### src/rtl/quad_decode.sv
module quad_decode #(
  parameter int AW = 24,
  parameter int FLIP_LOW = 16
) (
  input  logic          clk,
  input  logic          rst_n,
  input  logic          req_valid,
  input  logic [AW-1:0] req_addr,
  input  logic          req_ifetch,
  input  logic [1:0]    req_seg,
  input  logic [7:0]    cfg_qsel,
  input  logic [7:0]    cfg_split,
  output logic          rsp_valid,
  output logic [AW-1:0] rsp_addr,
  output logic [1:0]    rsp_quad
);

  localparam int TW = $clog2(AW);

  logic [TW-1:0] top;
  logic [AW-1:0] flip;
  logic [AW-1:0] adj;
  logic          split_on;

  always_comb begin
    case (cfg_qsel[7:5])
      3'b111:  top = TW'(18);
      3'b001:  top = TW'(20);
      3'b010:  top = TW'(21);
      3'b011:  top = TW'(22);
      3'b100:  top = TW'(23);
      default: top = TW'(19);
    endcase
  end

  assign split_on = cfg_split[5] && !req_ifetch;

  always_comb begin
    flip = '0;
    if (split_on && req_seg == 2'b00 && cfg_split[0]) flip[FLIP_LOW] = 1'b1;
    if (split_on && req_seg == 2'b01 && cfg_split[3]) flip[top] = 1'b1;
  end

  assign adj = req_addr ^ flip;

  always_ff @(posedge clk or negedge rst_n) begin
    if (!rst_n) begin
      rsp_valid <= 1'b0;
      rsp_addr  <= '0;
      rsp_quad  <= 2'b00;
    end else begin
      rsp_valid <= req_valid;
      if (req_valid) begin
        rsp_addr <= adj;
        rsp_quad <= {adj[top], adj[top - TW'(1)]};
      end
    end
  end

  AST_RSP_LATENCY: assert property (@(posedge clk) disable iff (!rst_n) rsp_valid == $past(req_valid));
  AST_IDLE_HOLD: assert property (@(posedge clk) disable iff (!rst_n) !$past(req_valid) |-> ($stable(rsp_addr) && $stable(rsp_quad)));
  AST_FETCH_PASS: assert property (@(posedge clk) disable iff (!rst_n) $past(req_valid && req_ifetch) |-> rsp_addr == $past(req_addr));
  AST_SPLIT_OFF: assert property (@(posedge clk) disable iff (!rst_n) $past(req_valid && !cfg_split[5]) |-> rsp_addr == $past(req_addr));
  AST_UPPER_SEGS: assert property (@(posedge clk) disable iff (!rst_n) $past(req_valid && req_seg[1]) |-> rsp_addr == $past(req_addr));
  AST_LOW_WORD: assert property (@(posedge clk) disable iff (!rst_n) rsp_valid |-> rsp_addr[FLIP_LOW-1:0] == $past(req_addr[FLIP_LOW-1:0]));
  AST_FLIP_LIMIT: assert property (@(posedge clk) disable iff (!rst_n) rsp_valid |-> $countones(rsp_addr ^ $past(req_addr)) <= 2);

endmodule

### config.mk
export PLATFORM = sky130hd
export DESIGN_NAME = quad_decode
export DESIGN_NICKNAME = d
export VERILOG_FILES = /design/src/rtl/quad_decode.sv
export SDC_FILE = /design/constraint.sdc
export NUM_CORES = 1
export LEC_CHECK = 0
export ABC_CLOCK_PERIOD_IN_PS = 2500
export BUFFER_PORTS_ARGS = -buffer_cell sky130_fd_sc_hd__buf_2
export CAP_MARGIN = 20
export CORE_MARGIN = 1.5
export CORE_UTILIZATION = 49
export CTS_CLUSTER_SIZE = 28
export DETAILED_ROUTE_END_ITERATION = 8
export PLACE_DENSITY = 0.92
export SLEW_MARGIN = 20
export SYNTH_ARGS = -nofsm -noshare
export SYNTH_HDL_FRONTEND = slang
export SYNTH_SLANG_ARGS = --single-unit
export TNS_END_PERCENT = 20
### constraint.sdc
create_clock -name clk -period 2.5 [get_ports clk]
set_clock_uncertainty 0.05 [all_clocks]
set_input_delay 0.75 -clock clk [delete_from_list [all_inputs] [get_ports clk]]
set_output_delay 0.75 -clock clk [all_outputs]
set_load 0.01 [all_outputs]
== After elaboration in Yosys (flattened, before gate mapping) ==
Cells that the tools add are included.

* Order comparisons: 3
* Shift operators: 0
* Reductions and logical operators: 8
* Multiplexer cells: 9
* Div/mod/pow operators: 0
* Multiply operators: 0
* Bitwise gates (word level): 2
* Eq/ne operators: 6
* Add/subtract/negate cells: 1

{| class="wikitable"
|+ Operators with widths
! cell !! count
|-
| $mux W24 || 1
|-
| $or A17 B24 Y24 || 1
|-
| $xor A24 B24 Y24 || 1
|-
| $pmux W3 S5 || 1
|-
| $lt A5 B6 Y1 const B || 2
|-
| $bmux W1 S5 || 2
|-
| $eq A3 B2 Y1 const B || 2
|-
| $eq A3 B3 Y1 const B || 2
|-
| $logic_and A1 B1 Y1 || 6
|-
| $demux W1 S5 || 1
|-
| $ge A5 B1 Y1 const B || 1
|-
| $sub A5 B1 Y5 const B || 1
|-
| $mux W1 || 4
|-
| $eq A3 B1 Y1 const B || 1
|-
| $eq A2 B1 Y1 const B || 1
|-
| $logic_not A2 Y1 || 1
|-
| $logic_not A1 Y1 || 1
|}

* Input port bits: 46
* Bits in writable memories: 0
* Output and inout port bits: 27
* Memories kept: 0
* Word-level logic and storage cells: 32
* Flip-flop bits (word level): 27
* Bits in read-only memories: 0
* Latch bits: 0

== Logic depth before layout (Yosys ltp) ==
* Depth after elaboration: 11
* Depth in mapped cells: 10
* Gate-level depth less buffers: 9

== Worst setup path before layout ==
Ideal clock, no wire load.

* Path type: input to register
* From: in cfg_qsel[7]
* To: reg rsp_quad[0]
* Arrival: 2.551 ns
* Setup time: 0.144 ns
* Buffers on the path: 1
* Stages on the path: 9
* Slack: -0.245 ns
* Cells stage by stage: buf_4 > inv_1 > o21ai_2 > inv_1 > ha_1 > ha_1 > mux4_2 > nor2_1 > o221ai_1

* Cells in the longest elaborated chain, start to end: 11

{| class="wikitable"
|+ Ends and longest elaborated chain
! element !! line !! text
|-
| from (decl) || 11 || <nowiki>input logic [7:0] cfg_qsel,</nowiki>
|-
| $eq A3 B3 Y1, or another cell as far along || 26 || <nowiki>case (cfg_qsel[7:5])</nowiki>
|-
| $pmux W3 S5 (*) || 26 ||
|-
| $lt A5 B6 Y1 (not written as such) or $ge A5 B1 Y1 (tied branches) || 41 || <nowiki>if (split_on && req_seg == 2'b01 && cfg_split[3]) flip[top] = 1'b1;</nowiki>
|-
| $logic_and A1 B1 Y1 (not written as such) || 41 ||
|-
| $mux W1 (not written as such) || 41 ||
|-
| $demux W1 S5 || 41 ||
|-
| $or A17 B24 Y24 (no line) || n/a ||
|-
| $mux W24 || 41 ||
|-
| $xor A24 B24 Y24 || 44 || <nowiki>assign adj = req_addr ^ flip;</nowiki>
|-
| $bmux W1 S5 (*) || 55 || <nowiki>rsp_quad <= {adj[top], adj[top - TW'(1)]};</nowiki>
|-
| $mux W1 (not written as such) (*) || 55 ||
|-
| to (signal assigned) || 55 ||
|-
| to (decl) || 15 || <nowiki>output logic [1:0] rsp_quad</nowiki>
|}

Mark *: on every way between the ends. The rest lies on a longest branch, timed or not. The select of a mux whose other input is x is not followed.
A chain may end at the register's enable or synchronous reset.

== Final worst setup path ==
* From: in cfg_qsel[5]
* To: reg rsp_quad[0]

The elaborated chain is that of the path after synthesis.

==> out/qor.yml <==
status: "completed"
fin_setup_tns_ns: 0
dpl_cell_area_um2: 1990
period_share_pct: 91.0
setup_slack_ns: 0.224
drv_cap: 0
layout_commonest_cell: "buf_2"
routed_wl_um: 3240
grt_pass1_wl_um: 5230
yosysWarningCount: 0
cts_tree: "built"
drtIter0Drc: 66
avgSynthCellArea_um2: 11.6
fp.dieW_um: 58.9
synthesis.area_um2: 1530
cts_setup_buffers: 0
hp-class: "in -> async"
cts_buffer_depth: 2
slew_violations: 0
row_count: 20
h-tree-depth: 1
io_buffers: 62
p_per_area_nw_per_um2: 490
relSlewSlack_pct: 61.4
r2r_slack_ns: 1.50
gp_congestion: 0.821
area_growth_pct: 32.3
dieArea_um2: 3460
cp.arrival_ns: 2.44
vdd_ir_drop_max_v: 0.000373
clk_pin_slew_ns: 0.15
hold_viol: 0
drc: 0
cts_resized: 0
path_class: "in -> reg"
coreArea_um2: 3000
highest_layer: "met4"
grt_pass1_vias: 1231
cp_data_required_time_ns: 2.66
synth_seq_cells: 27
overflow: 0
synth_fp_nets: 180
sw_frac_of_total_pct: 29.9
combPwrFrac_pct: 29.7
setup.worst_path.end_class: "register"
power.switching_mw: 0.296
fp.dieH_um: 58.9
clk-insertion-delay-late_ns: 0.32
drt.antenna.violating_nets: 0
pwr-share-clk_pct: 19.5
wl_met2_um: 1530
grt_usage_pct: 19.8
pre_cts_slack_ns: -0.128
dp_hpwl_um: 2630
worst_slew_pin_slew_ns: 0.579
syn_inst: 132
fmaxAchievable_ghz: 0.439
final_cell_mix: "62 x buf_2, 27 x dfrtp_1, 19 x mux2_2, 14 x buf_4, 11 x xnor2_1"
start_util_pct: 50.9
crit_path_max_fanout: 4
seq_area_frac_synth_pct: 44.2
grt_max_degree: 28
pin_count: 73
wire_per_inst_um: 13.6
met1Wirelength_um: 1450
diodes: 0
cts_buffers: 3
vias: 1271
cts-root-buf: "clkbuf_4"
cts_hold_buf: 0
p_leak_nw: 0.928
wl_met3_um: 226
drt-pass1-iter-count: 4
worst_setup_path_start_kind: "input port"
setup_violations: 0
power_frac_seq_pct: 50.7
yosysUniqueCellTypes: 36
clock-sinks: 27
via_per_inst: 5.34
antenna_found_initial: 0
p_int_mw: 0.696
drive_gt1_share_pct: 54.6
stdcell_area_um2: 2020
nets: 254
rsz0062_at_grt: "false"
period_needed_ns: 2.28
[cells by family (layout without fill, tap and decap cells)]
kind of cell             Yosys count  in the layout  share of synthesized area, %
flip-flops                        27             27                          44.2
adder cells (fa/ha/maj)            2              2                          1.64
XOR/XNOR                          12             12                          6.87
buffers and inverters             14             87                          3.93
multiplexers                      27             27                          20.9
AND/OR/NAND/NOR                   31             31                          14.3
AO/OA/AOI/OAI                     19             19                          8.18
[worst paths after layout]
kind	from	to	depth (start not counted)
worst max register to register	rsp_quad[1]	rsp_quad[1]	4
max in group asynchronous	rst_n	rsp_quad[1]	1
min in group clk	rsp_addr[2]	rsp_addr[2]	1
worst min-delay path	rst_n	rsp_addr[23]	1
worst min register to register	rsp_addr[2]	rsp_addr[2]	1
worst max-delay path	cfg_qsel[5]	rsp_quad[0]	8
[routing by layer]
layer	track usage, %	vias up
li1	-	616
met1	26.0	593
met2	33.2	58
met3	3.30	4
met4	6.82	0
met5	0	-
[worst max-delay path: stages]
cell,delay (ns)
buf_2,0.13
xor2_1,0.17
and2_1,0.17
ha_2,0.19
ha_4,0.29
mux4_2,0.49
nor2_1,0.11
o221ai_1,0.12
[power groups by stage]
stage	clock network (mW)	registers (mW)	logic [mW]
2_1_floorplan	0	0.534	0.139
5_1_grt	0.216	0.509	0.321
3_3_place_gp	0	0.510	0.289
6_report	0.194	0.503	0.295
3_5_place_dp	0	0.511	0.298
4_1_cts	0.197	0.504	0.298
[flip-flops by register name (all words and copies together), names as in the netlist]
name       flops
rsp_valid      1
rsp_quad       2
rsp_addr      24
[synth_stat cells, drive strengths merged]
cell type | instances | area (um2)
o21ai | 3 | 18.8
inv | 6 | 22.5
nor3 | 2 | 15.0
a32oi | 1 | 8.76
nor2 | 10 | 37.5
o22ai | 2 | 12.5
nand2 | 4 | 15.0
o211ai | 1 | 7.51
o221ai | 3 | 26.3
xor2 | 1 | 8.76
buf | 6 | 30.0
mux4 | 2 | 45.0
nand4b | 1 | 8.76
mux2i | 6 | 60.1
a31oi | 1 | 6.26
nand3 | 4 | 32.5
and2 | 1 | 6.26
nor4 | 1 | 12.5
o311a | 1 | 10.0
xnor2 | 11 | 96.3
dfrtp | 27 | 676
clkbuf | 2 | 7.51
mux2 | 19 | 214
ha | 2 | 25.0
nor3b | 1 | 18.8
a21oi | 7 | 35.0
nor4b | 2 | 38.8
nand3b | 2 | 15.0
nand2b | 3 | 18.8
[per-stage QoR]
stage | instances | hold slack, ns | utilization [%] | power [mW]
final | 238 | 0.344 | 67.4 | 0.992
after global routing | 238 | 0.380 | 67.4 | 1.05
after CTS | 238 | 0.382 | 67.4 | 0.999
after detailed placement | 234 | 0.441 | 66.4 | 0.809
after global placement | 234 | 0.436 | 66.4 | 0.799
after floorplan | 132 | 0.404 | - | 0.673
[cell type report]
| cell class | instances | area [um2] |
|---|---|---|
| multi-input combinational | 91 | 816 |
| timing repair buffer | 77 | 435 |
| clock inverter | 1 | 7.51 |
| inverter | 6 | 25.0 |
| tap | 33 | 41.3 |
| fill | 257 | 980 |
| sequential | 27 | 676 |
| clock buffer | 3 | 22.5 |
No activity file was read; power rests on OpenSTA's default activity.
